File: config.mk
export PLATFORM = sky130hd
export DESIGN_NAME = osd_write_decoder
export DESIGN_NICKNAME = d
export VERILOG_FILES = /design/src/rtl/osd_dec_pkg.sv /design/src/rtl/osd_fmt_fsm.sv /design/src/rtl/osd_addr_gen.sv /design/src/rtl/osd_wr_slot.sv /design/src/rtl/osd_write_decoder.sv
export SDC_FILE = /design/constraint.sdc
export NUM_CORES = 1
export LEC_CHECK = 0
export ABC_AREA = 0
export BUFFER_PORTS_ARGS = -buffer_cell sky130_fd_sc_hd__buf_4
export CORE_MARGIN = 2
export CORE_UTILIZATION = 46
export CTS_CLUSTER_DIAMETER = 60
export DETAILED_ROUTE_END_ITERATION = 10
export GPL_TIMING_DRIVEN = 0
export PLACE_DENSITY = 0.73
export SLEW_MARGIN = 15
export SYNTH_ARGS = -nofsm -noshare
export SYNTH_HDL_FRONTEND = slang
export SYNTH_SLANG_ARGS = --single-unit
File: constraint.sdc
create_clock -name clk -period 1.75 [get_ports clk]
set_input_delay 0.2625 -clock clk [delete_from_list [all_inputs] [get_ports clk]]
set_output_delay 0.2625 -clock clk [all_outputs]
set_load 0.05 [all_outputs]
File: src/rtl/osd_dec_pkg.sv
package osd_dec_pkg;

  localparam int unsigned BYTE_W = 8;

  typedef enum logic [1:0] {
    ST_IDLE  = 2'd0,
    ST_ADDR  = 2'd1,
    ST_DATA  = 2'd2,
    ST_BURST = 2'd3
  } dec_state_e;

  function automatic logic top_is_row(input logic [1:0] top);
    return top[1];
  endfunction

  function automatic logic col_is_burst(input logic [1:0] top);
    return top[0];
  endfunction

endpackage

File: src/rtl/osd_fmt_fsm.sv
module osd_fmt_fsm
  import osd_dec_pkg::*;
(
  input  logic       clk,
  input  logic       rst,
  input  logic       frame_start,
  input  logic       byte_valid,
  input  logic [1:0] byte_top,
  input  logic       slot_free,
  output logic       ld_row,
  output logic       ld_col,
  output logic       issue,
  output logic       burst_mode,
  output logic       overflow
);

  dec_state_e state_q, state_d;
  logic       drop;

  always_comb begin
    state_d = state_q;
    ld_row  = 1'b0;
    ld_col  = 1'b0;
    issue   = 1'b0;
    drop    = 1'b0;
    if (byte_valid && !frame_start) begin
      unique case (state_q)
        ST_IDLE: begin
          if (top_is_row(byte_top)) begin
            ld_row  = 1'b1;
            state_d = ST_ADDR;
          end
        end
        ST_ADDR: begin
          if (top_is_row(byte_top)) begin
            ld_row = 1'b1;
          end else begin
            ld_col  = 1'b1;
            state_d = col_is_burst(byte_top) ? ST_BURST : ST_DATA;
          end
        end
        ST_DATA: begin
          if (slot_free) begin
            issue   = 1'b1;
            state_d = ST_ADDR;
          end else begin
            drop = 1'b1;
          end
        end
        ST_BURST: begin
          if (slot_free) issue = 1'b1;
          else           drop  = 1'b1;
        end
        default: state_d = ST_IDLE;
      endcase
    end
  end

  always_ff @(posedge clk) begin
    if (rst || frame_start) begin
      state_q  <= ST_IDLE;
      overflow <= 1'b0;
    end else begin
      state_q  <= state_d;
      overflow <= drop;
    end
  end

  assign burst_mode = (state_q == ST_BURST);

  AST_BURST_STICKY: assert property (@(posedge clk) disable iff (rst)
    (state_q == ST_BURST && !frame_start) |=> (state_q == ST_BURST));

  AST_IDLE_NO_WRITE: assert property (@(posedge clk) disable iff (rst)
    (state_q == ST_IDLE) |-> !issue);

endmodule

File: src/rtl/osd_addr_gen.sv
module osd_addr_gen #(
  parameter int unsigned ROW_W = 4,
  parameter int unsigned COL_W = 5
) (
  input  logic             clk,
  input  logic             rst,
  input  logic             ld_row,
  input  logic             ld_col,
  input  logic             step,
  input  logic             attr_in,
  input  logic [ROW_W-1:0] row_in,
  input  logic [COL_W-1:0] col_in,
  output logic             attr,
  output logic [ROW_W-1:0] row,
  output logic [COL_W-1:0] col
);

  localparam logic [COL_W-1:0] COL_LAST = {COL_W{1'b1}};
  localparam logic [ROW_W-1:0] ROW_ONE  = {{(ROW_W-1){1'b0}}, 1'b1};
  localparam logic [COL_W-1:0] COL_ONE  = {{(COL_W-1){1'b0}}, 1'b1};

  logic col_at_end;
  assign col_at_end = (col == COL_LAST);

  always_ff @(posedge clk) begin
    if (rst) begin
      attr <= 1'b0;
      row  <= '0;
      col  <= '0;
    end else if (ld_row) begin
      attr <= attr_in;
      row  <= row_in;
    end else if (ld_col) begin
      col <= col_in;
    end else if (step) begin
      col <= col + COL_ONE;
      if (col_at_end) row <= row + ROW_ONE;
    end
  end

  AST_COL_WRAP: assert property (@(posedge clk) disable iff (rst)
    (step && col_at_end) |=> (col == '0 && row == ROW_W'($past(row) + ROW_ONE)));

  AST_ADDR_STEP: assert property (@(posedge clk) disable iff (rst)
    (step && !col_at_end) |=> (col == COL_W'($past(col) + COL_ONE) && $stable(row)));

endmodule

File: src/rtl/osd_wr_slot.sv
module osd_wr_slot #(
  parameter int unsigned ROW_W  = 4,
  parameter int unsigned COL_W  = 5,
  parameter int unsigned DATA_W = 8
) (
  input  logic              clk,
  input  logic              rst,
  input  logic              flush,
  input  logic              load,
  input  logic              attr_in,
  input  logic [ROW_W-1:0]  row_in,
  input  logic [COL_W-1:0]  col_in,
  input  logic [DATA_W-1:0] data_in,
  input  logic              wr_ready,
  output logic              slot_free,
  output logic              wr_valid,
  output logic              wr_attr,
  output logic [ROW_W-1:0]  wr_row,
  output logic [COL_W-1:0]  wr_col,
  output logic [DATA_W-1:0] wr_data
);

  assign slot_free = !wr_valid || wr_ready;

  always_ff @(posedge clk) begin
    if (rst || flush) begin
      wr_valid <= 1'b0;
    end else if (load) begin
      wr_valid <= 1'b1;
    end else if (wr_ready) begin
      wr_valid <= 1'b0;
    end
  end

  always_ff @(posedge clk) begin
    if (rst) begin
      wr_attr <= 1'b0;
      wr_row  <= '0;
      wr_col  <= '0;
      wr_data <= '0;
    end else if (load) begin
      wr_attr <= attr_in;
      wr_row  <= row_in;
      wr_col  <= col_in;
      wr_data <= data_in;
    end
  end

  AST_HOLD_PAYLOAD: assert property (@(posedge clk) disable iff (rst)
    (wr_valid && !wr_ready && !flush) |=> (wr_valid && $stable(wr_data) && $stable(wr_row) && $stable(wr_col) && $stable(wr_attr)));

  AST_FLUSH_EMPTY: assert property (@(posedge clk) disable iff (rst)
    flush |=> !wr_valid);

endmodule

File: src/rtl/osd_write_decoder.sv
module osd_write_decoder
  import osd_dec_pkg::*;
#(
  parameter int unsigned ROW_W = 4,
  parameter int unsigned COL_W = 5
) (
  input  logic              clk,
  input  logic              rst,
  input  logic              frame_start,
  input  logic              byte_valid,
  input  logic [BYTE_W-1:0] byte_data,
  input  logic              wr_ready,
  output logic              wr_valid,
  output logic              wr_attr,
  output logic [ROW_W-1:0]  wr_row,
  output logic [COL_W-1:0]  wr_col,
  output logic [BYTE_W-1:0] wr_data,
  output logic              overflow
);

  localparam int unsigned ATTR_BIT = 6;

  logic             ld_row, ld_col, issue, burst_mode, slot_free;
  logic             cur_attr;
  logic [ROW_W-1:0] cur_row;
  logic [COL_W-1:0] cur_col;

  osd_fmt_fsm u_fsm (
    .clk        (clk),
    .rst        (rst),
    .frame_start(frame_start),
    .byte_valid (byte_valid),
    .byte_top   (byte_data[BYTE_W-1 -: 2]),
    .slot_free  (slot_free),
    .ld_row     (ld_row),
    .ld_col     (ld_col),
    .issue      (issue),
    .burst_mode (burst_mode),
    .overflow   (overflow)
  );

  osd_addr_gen #(.ROW_W(ROW_W), .COL_W(COL_W)) u_addr (
    .clk    (clk),
    .rst    (rst),
    .ld_row (ld_row),
    .ld_col (ld_col),
    .step   (issue && burst_mode),
    .attr_in(byte_data[ATTR_BIT]),
    .row_in (byte_data[ROW_W-1:0]),
    .col_in (byte_data[COL_W-1:0]),
    .attr   (cur_attr),
    .row    (cur_row),
    .col    (cur_col)
  );

  osd_wr_slot #(.ROW_W(ROW_W), .COL_W(COL_W), .DATA_W(BYTE_W)) u_slot (
    .clk      (clk),
    .rst      (rst),
    .flush    (frame_start),
    .load     (issue),
    .attr_in  (cur_attr),
    .row_in   (cur_row),
    .col_in   (cur_col),
    .data_in  (byte_data),
    .wr_ready (wr_ready),
    .slot_free(slot_free),
    .wr_valid (wr_valid),
    .wr_attr  (wr_attr),
    .wr_row   (wr_row),
    .wr_col   (wr_col),
    .wr_data  (wr_data)
  );

  AST_DROP_ONLY_WHEN_BUSY: assert property (@(posedge clk) disable iff (rst)
    overflow |-> $past(wr_valid && !wr_ready));

  AST_OVF_KEEPS_WRITE: assert property (@(posedge clk) disable iff (rst)
    overflow |-> (wr_valid && $stable(wr_data)));

  AST_NO_WRITE_AFTER_RESET: assert property (@(posedge clk)
    $past(rst) |-> (!wr_valid && !overflow));

endmodule

==> impl.org <==
** Outcome
- Outcome :: finished clean

** Placed design
- Routability congestion estimate :: 0.866
- Once detailed placement completed, the half-perimeter wirelength came to 2190 um.
- Input/output buffers :: 32
- In this run the cell area measured after placement is 0.00159 mm2.
- Cell count after placement :: 219

** Yosys
- Synth top area share :: 0.489
- Post-synth top cells :: sky130_fd_sc_hd__nand2_1, sky130_fd_sc_hd__dfxtp_1, sky130_fd_sc_hd__a21oi_1
- Of all cell types, the one taking the most synthesized area is sky130_fd_sc_hd__dfxtp_1.
- In this run, synthesis inferred 0 flip-flops with an integrated enable.
- Count of state elements after synthesis :: 32
- Synth area leaders :: sky130_fd_sc_hd__dfxtp_1, sky130_fd_sc_hd__nand2_1, sky130_fd_sc_hd__a21oi_1
- Area of the mapped netlist :: 0.00131 mm2
- Counting flops with an async set or reset pin after synthesis yields a share of 0.
- Dominant cell by count in the synthesized netlist :: sky130_fd_sc_hd__nand2_1
- Dominant synthesized flop cell :: sky130_fd_sc_hd__dfxtp_1
- The number of nets in the synthesized netlist is 172.
- After technology mapping, the gate count stands at 156.
- Yosys printed 0 warnings.
- For this run, the register share of the synthesized area comes to 0.489.
- The netlist uses 27 different library cells.
- Avg Cell Area, Syn :: 8.40 um2

** Power
- P_sw :: 0.274 mW
- Of the total power, the share spent switching nets is 0.216.
- Power Internal :: 0.991 mW
- Gate power share :: 0.051
- Summed over all cells, the static leakage comes to 0.691 nW.
- VDD sags by at most 545 uV.
- Power share of the sequential group :: 0.585
- Clk pwr share :: 0.364
- PwrDens :: 734 mW/mm2

** Setup path
- The critical path goes through ha_4, and3_4, ha_4, and4b_1, buf_4, nand4_1, xor2_1, a211oi_1.
- On the critical path, the stage with the largest delay is an instance of sky130_fd_sc_hd__dfxtp_2.
- STA puts the critical path data arrival time at 1980 ps.
- By startpoint and endpoint, the worst setup path is classified as reg2reg.
- STA classifies the critical path endpoint as a flop.
- Counting stages on the worst path, the most repeated cell is sky130_fd_sc_hd__ha_4.
- Slowest Stage Delay on Critical Path :: 360 ps
- STA puts the critical path data required time at 1990 ps.
- Type of origin of the critical path :: flop
- CP Max Fanout :: 2

** Floorplan
- Full die area :: 0.00329 mm2
- 33 I/O pins were placed.
- For this configuration, the core starts out at a cell density of 0.479.
- Die boundary height :: 57.4 um
- Die outline width :: 57.4 um
- Standard cell core area :: 0.00273 mm2
- Row generation in the floorplan step produced 19 rows.

** STA
- Max Fclk :: 0.573 GHz
- Setup violations remaining at the end of the flow were counted as 0.
- In the finished design, the share of the clock period the worst path needs comes to 0.997.
- Hold violation total from the final report :: 0
- Setup repair after global routing missed its margin :: true
- At the pin with the least slew margin, the transition time is 469 ps.
- Max-Slew Margin vs Limit :: 0.687
- Max-slew violations :: 0
- Skew final :: 8.28 ps
- Hold is met by 117 ps.
- Post-layout minimum cycle time :: 1750 ps
- Setup TNS :: 0 ps

** Route
- Detailed-route DRC error count :: 0
- First-pass DRT Iterations :: 4
- After detailed routing, the average wire length per cell comes to 12.9 um.
- Via count :: 1243
- Via density :: 5.38
- Number of design-rule violations left by the first detailed-router iteration :: 47
- Wires add up to 2990 um.
- The count of nets left with antenna violations once routing finished came out at 0.

** Global routing
- The number of antenna violations at the first check in global routing came to 0.
- The via count of the first global-routing pass was 1090.
- First-pass GRT wire length :: 4850 um
- Largest net degree at the start of global routing :: 11
- Global-route congestion overflow total :: 0
- Global router's overall resource usage :: 0.191

** Job
- Reported max-cap violation count :: 0

** Finish
- Number of antenna cells inserted :: 0
- The area growth from synthesis to layout is 31.6%.
- Post-layout nets :: 216
- Finished Cell Area :: 0.00172 mm2
- In the final layout, the share of cells above drive strength 1 is 0.275.
- The finished layout holds 231 standard cells, fillers aside.
- Utilization after layout :: 0.631

** Clock tree
- In this run the deepest clock path goes through 2 buffers.
- Clock buffers created by TritonCTS :: 5
- Clock-pin slew was measured on the worst setup and hold paths at 90 ps.
- Clock latency at the later pin of the worst-skew pair :: 330 ps
- CTS placed an instance of sky130_fd_sc_hd__clkbuf_4 at the clock tree root.
- The tree built by TritonCTS fans out to 32 sinks.
- TritonCTS built the clock tree.
- H-tree lvl count :: 2

** Hold path
- The min-delay analysis places its worst path in the category in2reg.
through the flow:
stage,worst slack (ps),power (mW)
2_1_floorplan,5.15,0.781
3_3_place_gp,-126,0.818
3_5_place_dp,-137,0.820
4_1_cts,4.26,1.27
5_1_grt,-56.0,1.31
6_report,4.56,1.26
cell families (layout without fill, tap and decap cells):
kind of cell	after synthesis	after routing	share of synthesized area
XOR/XNOR	5	5	0.0334
flip-flops	32	32	0.489
AND/OR/NAND/NOR	71	71	0.249
AO/OA/AOI/OAI	33	33	0.150
buffers and inverters	10	54	0.0344
multiplexers	2	2	0.0153
adder cells (fa/ha/maj)	3	3	0.0287
layer usage:
layer / track usage / share of wire
met1: 0.242 / 0.44
met2: 0.302 / 0.48
met3: 0.0680 / 0.061
met4: 0.0631 / 0.015
met5: 0 / 0
cells in the final DEF (no fill, tap or decap), drive strengths merged:
cell / n
nand2: 40
ha: 3
nor2: 9
or3: 1
a211oi: 9
dfxtp: 32
a311oi: 1
inv: 1
buf: 41
nand4: 4
o21ai: 2
a21oi: 19
and4b: 1
and3b: 1
nor3: 1
xor2: 5
and3: 4
o32ai: 1
clkbuf: 12
mux2i: 2
a31oi: 1
nand2b: 1
nand3: 7
nor2b: 1
nor4b: 1
power by group through the flow:
stage	clock, mW	sequential (mW)	combinational, mW
6_report	0.461	0.740	0.0641
5_1_grt	0.502	0.741	0.0705
4_1_cts	0.470	0.740	0.0636
3_5_place_dp	0	0.757	0.0628
3_3_place_gp	0	0.757	0.0614
2_1_floorplan	0	0.755	0.0256
final timing paths:
kind | start | end | slack [ps] | depth (start not counted)
setup reg to reg | u_addr.col[0] | u_addr.row[2] | 5 | 8
hold / removal | frame_start | u_slot.wr_valid | 120 | 2
setup / recovery | u_addr.col[0] | u_addr.row[2] | 5 | 8
hold reg to reg | u_slot.wr_data[5] | u_slot.wr_data[5] | 460 | 2
cell type report:
type                            count  area (um2)
Fill cell                         244        1010
Multi-Input combinational cell    114         654
Sequential cell                    32         643
Timing Repair Buffer               37         278
Clock buffer                        7        65.1
Buffer                              9        41.3
Tap cell                           31        38.8
Inverter                            1        3.75
registers in the layout, summed over array words and instances, names as in the netlist:
| register | cells |
|---|---|
| u_addr.attr | 1 |
| u_addr.col | 5 |
| u_addr.row | 4 |
| u_fsm.overflow | 1 |
| u_fsm.state_q | 2 |
| u_slot.wr_attr | 1 |
| u_slot.wr_col | 5 |
| u_slot.wr_data | 8 |
| u_slot.wr_row | 4 |
| u_slot.wr_valid | 1 |
critical path: cells and delay by family, from the launching register on:
family,cells,cell delay [ps]
xor gates and xnor gates,1,160
buffers and inverters,1,130
adders and majority gates,2,250
DFF,1,360
and+or+nand+nor,3,520
AOI/OAI and AO/OA,1,250
timing repair:
action                                  4_1_cts  5_1_grt
gates resized for setup                       1        5
buffers inserted                              4        1
hold endpoints to repair                      0        0
hold buffers                                  0        0
endpoints found under the setup margin        1        3
pin swaps                                     4        3
Power figures use the tool's default switching activity.
